### config.mk
export PLATFORM = sky130hd
export DESIGN_NAME = edge_irq_agg
export DESIGN_NICKNAME = d
export VERILOG_FILES = /design/src/rtl/eia_pkg.sv /design/src/rtl/eia_sync.sv /design/src/rtl/eia_edge_bank.sv /design/src/rtl/eia_cmd_port.sv /design/src/rtl/edge_irq_agg.sv
export SDC_FILE = /design/constraint.sdc
export NUM_CORES = 1
export LEC_CHECK = 0
export BUFFER_PORTS_ARGS = -buffer_cell sky130_fd_sc_hd__buf_2
export CORE_UTILIZATION = 60
export CTS_BUF_LIST = sky130_fd_sc_hd__clkbuf_4
export CTS_CLUSTER_SIZE = 20
export DETAILED_ROUTE_END_ITERATION = 10
export GPL_TIMING_DRIVEN = 0
export PLACE_DENSITY = 0.78
export SLEW_MARGIN = 20
export SYNTH_ARGS = -nofsm -noshare
export SYNTH_HDL_FRONTEND = slang
export SYNTH_SLANG_ARGS = --single-unit
### constraint.sdc
create_clock -name clk -period 4.5 [get_ports clk]
set_input_delay 0.225 -clock clk [delete_from_list [all_inputs] [get_ports clk]]
set_output_delay 0.225 -clock clk [all_outputs]
set_load 0.03 [all_outputs]
### src/rtl/eia_pkg.sv
package eia_pkg;
   localparam int BYTE_W = 8;
   localparam int MAX_LINES = 32;

   typedef enum logic {
      OP_MASK = 1'b0,
      OP_READ = 1'b1
   } eia_op_e;

   function automatic int grp_count(input int lines);
      return (lines + BYTE_W - 1) / BYTE_W;
   endfunction

   function automatic int pad_width(input int lines);
      return BYTE_W * grp_count(lines);
   endfunction

   function automatic int byte_count(input int lines);
      return 2 * grp_count(lines);
   endfunction
endpackage

### src/rtl/eia_sync.sv
module eia_sync #(
   parameter int WIDTH  = 32,
   parameter int STAGES = 2
) (
   input  logic             clk,
   input  logic             rst_n,
   input  logic [WIDTH-1:0] async_i,
   output logic [WIDTH-1:0] sync_o
);
   generate
      if (STAGES < 2) begin : g_bad_stages
         $error("eia_sync: STAGES must be at least 2");
      end
   endgenerate

   logic [WIDTH-1:0] chain [STAGES];

   always_ff @(posedge clk or negedge rst_n) begin
      if (!rst_n) begin
         for (int s = 0; s < STAGES; s++) chain[s] <= '0;
      end else begin
         chain[0] <= async_i;
         for (int s = 1; s < STAGES; s++) chain[s] <= chain[s-1];
      end
   end

   assign sync_o = chain[STAGES-1];
endmodule

### src/rtl/eia_edge_bank.sv
module eia_edge_bank #(
   parameter int NUM_LINES = 32,
   parameter int PADW      = 32
) (
   input  logic                 clk,
   input  logic                 rst_n,
   input  logic [NUM_LINES-1:0] smp_i,
   input  logic [PADW-1:0]      en_r_nx,
   input  logic [PADW-1:0]      en_f_nx,
   input  logic [PADW-1:0]      clr_r,
   input  logic [PADW-1:0]      clr_f,
   output logic [PADW-1:0]      pend_r,
   output logic [PADW-1:0]      pend_f
);
   logic [NUM_LINES-1:0] prev_q;
   logic [PADW-1:0]      ev_r, ev_f;

   always_comb begin
      ev_r = '0;
      ev_f = '0;
      ev_r[NUM_LINES-1:0] = smp_i & ~prev_q;
      ev_f[NUM_LINES-1:0] = prev_q & ~smp_i;
   end

   always_ff @(posedge clk or negedge rst_n) begin
      if (!rst_n) begin
         prev_q <= '0;
         pend_r <= '0;
         pend_f <= '0;
      end else begin
         prev_q <= smp_i;
         // a fresh edge wins over a clear of the same bit
         pend_r <= ((pend_r & ~clr_r) | ev_r) & en_r_nx;
         pend_f <= ((pend_f & ~clr_f) | ev_f) & en_f_nx;
      end
   end
endmodule

### src/rtl/eia_cmd_port.sv
module eia_cmd_port
   import eia_pkg::*;
#(
   parameter int NUM_LINES = 32,
   parameter int PADW      = pad_width(NUM_LINES)
) (
   input  logic            clk,
   input  logic            rst_n,
   input  logic            cmd_start,
   input  logic            cmd_rd,
   input  logic            arg_valid,
   input  logic [7:0]      arg_byte,
   input  logic            rd_req,
   input  logic [PADW-1:0] pend_r,
   input  logic [PADW-1:0] pend_f,
   output logic [PADW-1:0] en_r,
   output logic [PADW-1:0] en_f,
   output logic [PADW-1:0] en_r_nx,
   output logic [PADW-1:0] en_f_nx,
   output logic [PADW-1:0] clr_r,
   output logic [PADW-1:0] clr_f,
   output logic            commit,
   output logic            rd_fire,
   output logic            rd_valid,
   output logic [7:0]      rd_byte
);
   localparam int NGRP  = grp_count(NUM_LINES);
   localparam int NBYTE = byte_count(NUM_LINES);
   localparam int IDXW  = $clog2(NBYTE + 1);
   localparam logic [PADW-1:0] LMASK = {PADW{1'b1}} >> (PADW - NUM_LINES);

   eia_op_e               op_q;
   logic [IDXW-1:0]       idx_q;
   logic [8*NBYTE-1:0]    shadow_q;
   logic [8*NBYTE-1:0]    shadow_full;
   logic [PADW-1:0]       new_r, new_f;
   logic                  active, arg_ok;
   int                    grp;

   assign active  = idx_q < IDXW'(NBYTE);
   assign arg_ok  = arg_valid && !cmd_start && op_q == OP_MASK && active;
   assign rd_fire = rd_req && !cmd_start && op_q == OP_READ && active;
   assign commit  = arg_ok && idx_q == IDXW'(NBYTE - 1);
   assign grp     = int'(idx_q >> 1);

   always_comb begin
      shadow_full = shadow_q;
      shadow_full[8*(NBYTE-1) +: 8] = arg_byte;
   end

   generate
      for (genvar g = 0; g < NGRP; g++) begin : g_grp
         assign new_r[8*g +: 8] = shadow_full[16*g +: 8];
         assign new_f[8*g +: 8] = shadow_full[16*g + 8 +: 8];
         assign clr_r[8*g +: 8] = {8{rd_fire && idx_q == IDXW'(2*g)}};
         assign clr_f[8*g +: 8] = {8{rd_fire && idx_q == IDXW'(2*g + 1)}};
      end
   endgenerate

   assign en_r_nx = commit ? (new_r & LMASK) : en_r;
   assign en_f_nx = commit ? (new_f & LMASK) : en_f;

   always_ff @(posedge clk or negedge rst_n) begin
      if (!rst_n) begin
         op_q     <= OP_MASK;
         idx_q    <= IDXW'(NBYTE);
         shadow_q <= '0;
         en_r     <= '0;
         en_f     <= '0;
         rd_valid <= 1'b0;
         rd_byte  <= '0;
      end else begin
         en_r     <= en_r_nx;
         en_f     <= en_f_nx;
         rd_valid <= rd_fire;
         if (cmd_start) begin
            op_q  <= cmd_rd ? OP_READ : OP_MASK;
            idx_q <= '0;
         end else if (arg_ok || rd_fire) begin
            idx_q <= idx_q + 1'b1;
         end
         if (arg_ok) shadow_q[8*idx_q +: 8] <= arg_byte;
         if (rd_fire) rd_byte <= idx_q[0] ? pend_f[8*grp +: 8] : pend_r[8*grp +: 8];
      end
   end
endmodule

### src/rtl/edge_irq_agg.sv
module edge_irq_agg
   import eia_pkg::*;
#(
   parameter int NUM_LINES   = 32,
   parameter int SYNC_STAGES = 2
) (
   input  logic                 clk,
   input  logic                 rst_n,
   input  logic [NUM_LINES-1:0] evt_i,
   input  logic                 cmd_start,
   input  logic                 cmd_rd,
   input  logic                 arg_valid,
   input  logic [7:0]           arg_byte,
   input  logic                 rd_req,
   output logic                 rd_valid,
   output logic [7:0]           rd_byte,
   output logic                 irq_n
);
   localparam int PADW = pad_width(NUM_LINES);

   generate
      if (NUM_LINES < 1 || NUM_LINES > MAX_LINES) begin : g_bad_lines
         $error("edge_irq_agg: NUM_LINES out of range");
      end
   endgenerate

   logic [NUM_LINES-1:0] smp;
   logic [PADW-1:0]      pend_r, pend_f, en_r, en_f, en_r_nx, en_f_nx;
   logic [PADW-1:0]      clr_r, clr_f;
   logic                 commit, rd_fire;

   eia_sync #(.WIDTH(NUM_LINES), .STAGES(SYNC_STAGES)) u_sync (
      .clk(clk), .rst_n(rst_n), .async_i(evt_i), .sync_o(smp)
   );

   eia_edge_bank #(.NUM_LINES(NUM_LINES), .PADW(PADW)) u_bank (
      .clk(clk), .rst_n(rst_n), .smp_i(smp),
      .en_r_nx(en_r_nx), .en_f_nx(en_f_nx),
      .clr_r(clr_r), .clr_f(clr_f),
      .pend_r(pend_r), .pend_f(pend_f)
   );

   eia_cmd_port #(.NUM_LINES(NUM_LINES), .PADW(PADW)) u_port (
      .clk(clk), .rst_n(rst_n),
      .cmd_start(cmd_start), .cmd_rd(cmd_rd),
      .arg_valid(arg_valid), .arg_byte(arg_byte), .rd_req(rd_req),
      .pend_r(pend_r), .pend_f(pend_f),
      .en_r(en_r), .en_f(en_f), .en_r_nx(en_r_nx), .en_f_nx(en_f_nx),
      .clr_r(clr_r), .clr_f(clr_f),
      .commit(commit), .rd_fire(rd_fire),
      .rd_valid(rd_valid), .rd_byte(rd_byte)
   );

   assign irq_n = ~(|pend_r | |pend_f);
endmodule

== Word-level counts from Yosys, hierarchy flattened ==
Cells that the tools add are included.

* Register bits after elaboration: 302
* Output and inout bits: 10
* Word-level logic and storage cells: 69

* Add/sub/neg operators: 2
* Order comparisons: 1
* Equal/unequal tests: 7
* Shift-type cells: 4
* Mux-type cells: 7
* Bitwise logic cells: 15
* Reductions and logical operators: 21

{| class="wikitable"
|+ Operators by type and width
! kind !! number
|-
| $and 32x32->32 || 6
|-
| $not 32->32 || 4
|-
| $bwmux 64 || 1
|-
| $mux 32 || 2
|-
| $or 32x32->32 || 2
|-
| $reduce_or 32->1 || 2
|-
| $shift 8x34->64 const A || 1
|-
| $shiftx 32x7->8 || 2
|-
| $shiftx 8x34->64 || 1
|-
| $neg 7->34 || 1
|-
| $eq 4x3->1 const B || 4
|-
| $logic_and 1x1->1 || 15
|-
| $eq 4x2->1 const B || 2
|-
| $mux 4 || 2
|-
| $mux 8 || 1
|-
| $add 4x1->4 const B || 1
|-
| $eq 4x1->1 const B || 1
|-
| $logic_not 4->1 || 1
|-
| $lt 4x4->1 const B || 1
|-
| $not 1->1 || 2
|-
| $reduce_bool 2->1 || 1
|-
| $logic_not 1->1 || 1
|-
| $logic_or 1x1->1 || 1
|-
| $mux 1 || 1
|-
| $or 1x1->1 || 1
|}

== Longest topological paths before layout ==
* Depth after elaboration: 9
* Gate-level depth with buffers: 9

== Modules after synthesis ==
Synthesis repeated with hierarchy kept, for this count alone.

* Cell total of the unflattened synthesis: 881
* Area, all modules: 12067.8 um^2

{| class="wikitable"
|+ Modules (own cells, without submodules)
! module !! times used !! cells an instance !! area each (um^2) !! seq. area each (um^2)
|-
| eia_cmd_port || 1 || 476 || 6278.5 || 3354.5
|-
| eia_edge_bank || 1 || 288 || 3803.6 || 2402.3
|-
| eia_sync || 1 || 96 || 1841.8 || 1601.5
|-
| edge_irq_agg || 1 || 21 || 143.9 || 0.0
|}

== Worst setup path after synthesis ==
Ideal clock, no wire load.

* Path kind: register -> register
* Start: register u_port.idx_q[0]
* End: register u_port.shadow_q[0]
* Data arrival time: 2.187 ns
* Data required time: 4.375 ns
* Path slack: 2.189 ns
* Cell stages (with the launch flop): 9
* Path buffers: 2
* Clock period less this slack: 2.311 ns
* Cells stage by stage: dfrtp_1 > clkbuf_1 > buf_2 > nor3_1 > ha_1 > or3b_2 > nor3b_1 > nand2_4 > mux2i_1

* Word-level cells in the longest chain between the ends: 3
* Elaborated cells on any way between the ends: 6

{| class="wikitable"
|+ RTL lines
! item !! RTL line !! RTL
|-
| start, declared || eia_cmd_port.sv:33 || <nowiki>logic [IDXW-1:0] idx_q;</nowiki>
|-
| start signal, assigned || eia_cmd_port.sv:66 || <nowiki>idx_q <= IDXW'(NBYTE);</nowiki>
|-
| start signal, assigned || eia_cmd_port.sv:80 || <nowiki>idx_q <= idx_q + 1'b1;</nowiki>
|-
| $neg 7->34 || eia_cmd_port.sv:82 || <nowiki>if (arg_ok) shadow_q[8*idx_q +: 8] <= arg_byte;</nowiki>
|-
| $shiftx 8x34->64 / $shift 8x34->64 (equally long branches) || eia_cmd_port.sv:82 ||
|-
| $bwmux 64 || eia_cmd_port.sv:82 ||
|-
| end signal, assigned by index || eia_cmd_port.sv:82 ||
|-
| end, declared || eia_cmd_port.sv:34 || <nowiki>logic [8*NBYTE-1:0] shadow_q;</nowiki>
|}

Several ways; a longest one is shown, not always the timed one.
A chain may end at the register's enable or synchronous reset.

== Worst setup path after layout ==
* Start: register u_port.idx_q[1]
* End: register u_port.shadow_q[24]

Same word-level chain as after synthesis.

==> summary.txt <==
Yosys
  – Synth unique cells: 45
  – Register area share after synthesis: 63.0%
  – Cells after Synth: 848
  – Synth warn: 0
  – Mean Syn Cell Area: 13.8 um2
  – #FFs+latches synth: 294
  – Mapped Nets: 900
  – Post-synthesis instance area: 11,700 um2

Critical path
  – Worst EP arrival: 3.64 ns
  – Required time of the critical path: 5.05 ns
  – CP Max Fanout: 10
  – Worst setup EP type: flip-flop
  – CP Class: reg2reg
  – Setup crit start kind: flip-flop

Cells and area
  – Fillers: 1,313
  – Register area: 7360 um2
  – Layout cell share with drive strength beyond 1: 30.7%
  – Final net count: 1,077
  – P&R area growth vs syn: 17.0%
  – Area of the multi-input gates: 4000 um2

STA
  – RSZ-0062 raised after global routing: no
  – Final Skew: 0.0212 ns
  – Post-layout min period: 3.09 ns
  – Maximum clock frequency: 0.323 GHz
  – Worst Tran Pin Value: 0.823 ns
  – Slew HR: 45.1%
  – Hold Vio Cnt, Final: 0
  – Max-slew violations: 0
  – Setup ws final: 1.41 ns
  – Final period utilization: 68.8%
  – Final setup viols: 0
  – TNS Setup: 0 ns

Die
  – Initial Utilization: 61.8%
  – Core area: 18,900 um2
  – Row count: 50
  – Area of the die: 20,000 um2
  – Top-level I/O count: 56
  – Die extent in x: 142 um
  – Die Height: 142 um

CTS
  – Num CTS Buffers: 75
  – Clk sinks: 294
  – CTS HTree Levels: 3
  – Post-CTS setup buffers: 0
  – PostCTS Resize Cnt: 0
  – Root Driver: clkbuf_4
  – Worst skew pair latency: 0.65 ns
  – CTS max path bufs: 3
  – Clk slew on worst S/H paths: 0.07 ns
  – CTS tree: built

Hold path
  – Worst min path class: in2async

Run
  – Max_cap viols: 0

Drt
  – Final ANT Viol Nets: 0
  – # DRC: 0
  – First DRT Iteration DRCs: 469
  – DRT Pass-1 Iters: 5
  – Via count: 7,208
  – Via density: 5.43
  – Total routed wirelength: 27,100 um
  – Routed len/inst: 20.4 um

Global routing
  – Initial antenna violation count: 2
  – Vias in the first global route: 7,719
  – Tot GR Track Use: 29.1%
  – Global-route wire length before repair: 42,600 um
  – Total congestion overflow: 0
  – Largest net degree at the start of global routing: 100

Outcome
  – Outcome: finished, final reports clean

Placement
  – HPWL Detailed: 18,200 um
  – Routability Congestion: 0.951
  – Worst slack, placed: 1.49 ns
  – I/O Buffers: 54

Pwr
  – Worst VDD drop: 262 uV
  – Pleak: 6.24 nW
  – PwrDens: 390 nW/um2
==> where the power goes <==
group	internal [mW]	switching [mW]	leakage, nW
logic	0.147	0.242	1.90
clock network	1.12	1.00	0.525
registers	2.76	0.0661	3.81
total	4.02	1.31	6.24
==> layer usage <==
metal  up-vias  wire length (um)  track usage (%)
met5         -                12                0
met4         2               909             13.9
met3        56              1460             6.28
met2       205             12600             44.1
met1      3650             12100             40.7
li1       3295                 -                -
==> kinds of logic after synthesis <==
| group | after synthesis | share of synthesized area [%] |
|---|---|---|
| DFF | 294 | 63.0 |
| and+or+nand+nor | 272 | 11.6 |
| AOI/OAI and AO/OA | 124 | 8.93 |
| muxes | 99 | 12.8 |
| buffers and inverters | 49 | 2.72 |
| adders and majority gates | 6 | 0.643 |
| xor gates and xnor gates | 4 | 0.300 |
==> through the flow <==
| stage | area [um2] | instances | utilization [%] | power, mW | hold slack (ns) |
|---|---|---|---|---|---|
| 2_1_floorplan | 11700 | 848 | - | 3.05 | -0.0706 |
| 3_3_place_gp | 12300 | 1162 | 65.0 | 3.21 | 0.332 |
| 3_5_place_dp | 12400 | 1165 | 65.5 | 3.23 | 0.120 |
| 4_1_cts | 13700 | 1326 | 72.3 | 5.39 | 0.0190 |
| 5_1_grt | 13700 | 1327 | 72.4 | 5.58 | 0.0455 |
| 6_report | 13700 | 1327 | 72.4 | 5.33 | 0.0500 |
==> final cells by class <==
type                       instances  share of cell area, %
clock buffer                     105                   5.77
buffer                            29                   1.78
clock inverter                    13                  0.586
sequential                       294                   53.8
timing repair buffer             100                   5.80
antenna                            1                 0.0183
tap                              260                   2.38
inverter                          20                  0.549
multi-input combinational        505                   29.3
==> synthesized netlist by cell type (all sizes together) <==
library cell | number | area, um2
nand2 | 146 | 556
xnor2 | 3 | 26.3
nor2 | 13 | 48.8
nand3 | 7 | 35.0
nor2b | 1 | 6.26
a21boi | 64 | 706
ha | 6 | 75.1
o21bai | 1 | 7.51
mux2i | 18 | 180
nor4b | 2 | 32.5
dfstp | 1 | 26.3
and4bb | 1 | 12.5
clkbuf | 13 | 48.8
buf | 16 | 194
a31oi | 1 | 6.26
and3 | 3 | 23.8
nor3 | 4 | 31.3
a22oi | 8 | 60.1
mux2 | 65 | 957
mux4 | 16 | 360
o21ai | 40 | 200
nand4 | 9 | 56.3
xor2 | 1 | 8.76
nand2b | 64 | 400
or3b | 2 | 17.5
inv | 20 | 75.1
nor3b | 2 | 20.0
a21oi | 8 | 40.0
or3 | 1 | 6.26
dfrtp | 293 | 7330
o2111ai | 1 | 15.0
nor4 | 17 | 106
a41oi | 1 | 8.76
==> layout by cell type, fill, tap and decap left out, drive strengths merged, types with 2 or more instances in the layout <==
cell type and instances:
and3 3, o21ai 40, nand3 7, nor4 17, mux2 65, nand2b 64
nor4b 2, nor2 13, or3b 2, inv 23, nand2 146, nor3 4
ha 6, a21oi 8, dlygate4sd3 43, dfrtp 293, a22oi 8, xnor2 3
nor3b 2, mux2i 18, clkinv 8, clkbuf 118, buf 73, nand4 9
a21boi 64, mux4 16
==> worst max-delay path, stage by stage, from the launching register on <==
cell     delay [ns]
dfrtp_1        0.50
buf_1          0.50
inv_1          0.14
ha_1           0.31
or3b_1         0.31
buf_2          0.33
nor3b_2        0.61
nand2_1        0.11
o21ai_0        0.19
==> timing repair <==
action                                 4_1_cts  5_1_grt
endpoints found under the hold margin      283        0
setup endpoints to repair                    0        0
hold buffers                                43        0
==> worst paths after layout <==
| kind | from | to | slack [ns] | cells past startpoint |
|---|---|---|---|---|
| worst max register to register | u_port.idx_q[1] | u_port.shadow_q[24] | 1.41 | 8 |
| worst min-delay path | rst_n | u_bank.prev_q[18] | 0.05 | 2 |
| min in group clk | arg_valid | u_port.idx_q[2] | 0.17 | 5 |
| worst min register to register | u_sync.chain[49] | u_sync.sync_o[17] | 0.34 | 0 |
| max in group asynchronous | rst_n | u_sync.chain[45] | 3.36 | 4 |
| worst max-delay path | u_port.idx_q[1] | u_port.shadow_q[24] | 1.41 | 8 |
==> state kept, by name, indices dropped and copies added, names as in the netlist <==
register / flops
u_port.shadow_q: 56
u_bank.pend_r: 32
u_sync.chain: 32
u_port.en_r: 32
u_port.op_q: 1
u_sync.sync_o: 32
u_port.rd_byte: 8
u_port.en_f: 32
u_bank.pend_f: 32
u_port.idx_q: 4
u_port.rd_valid: 1
u_bank.prev_q: 32
Power figures use the tool's default switching activity.
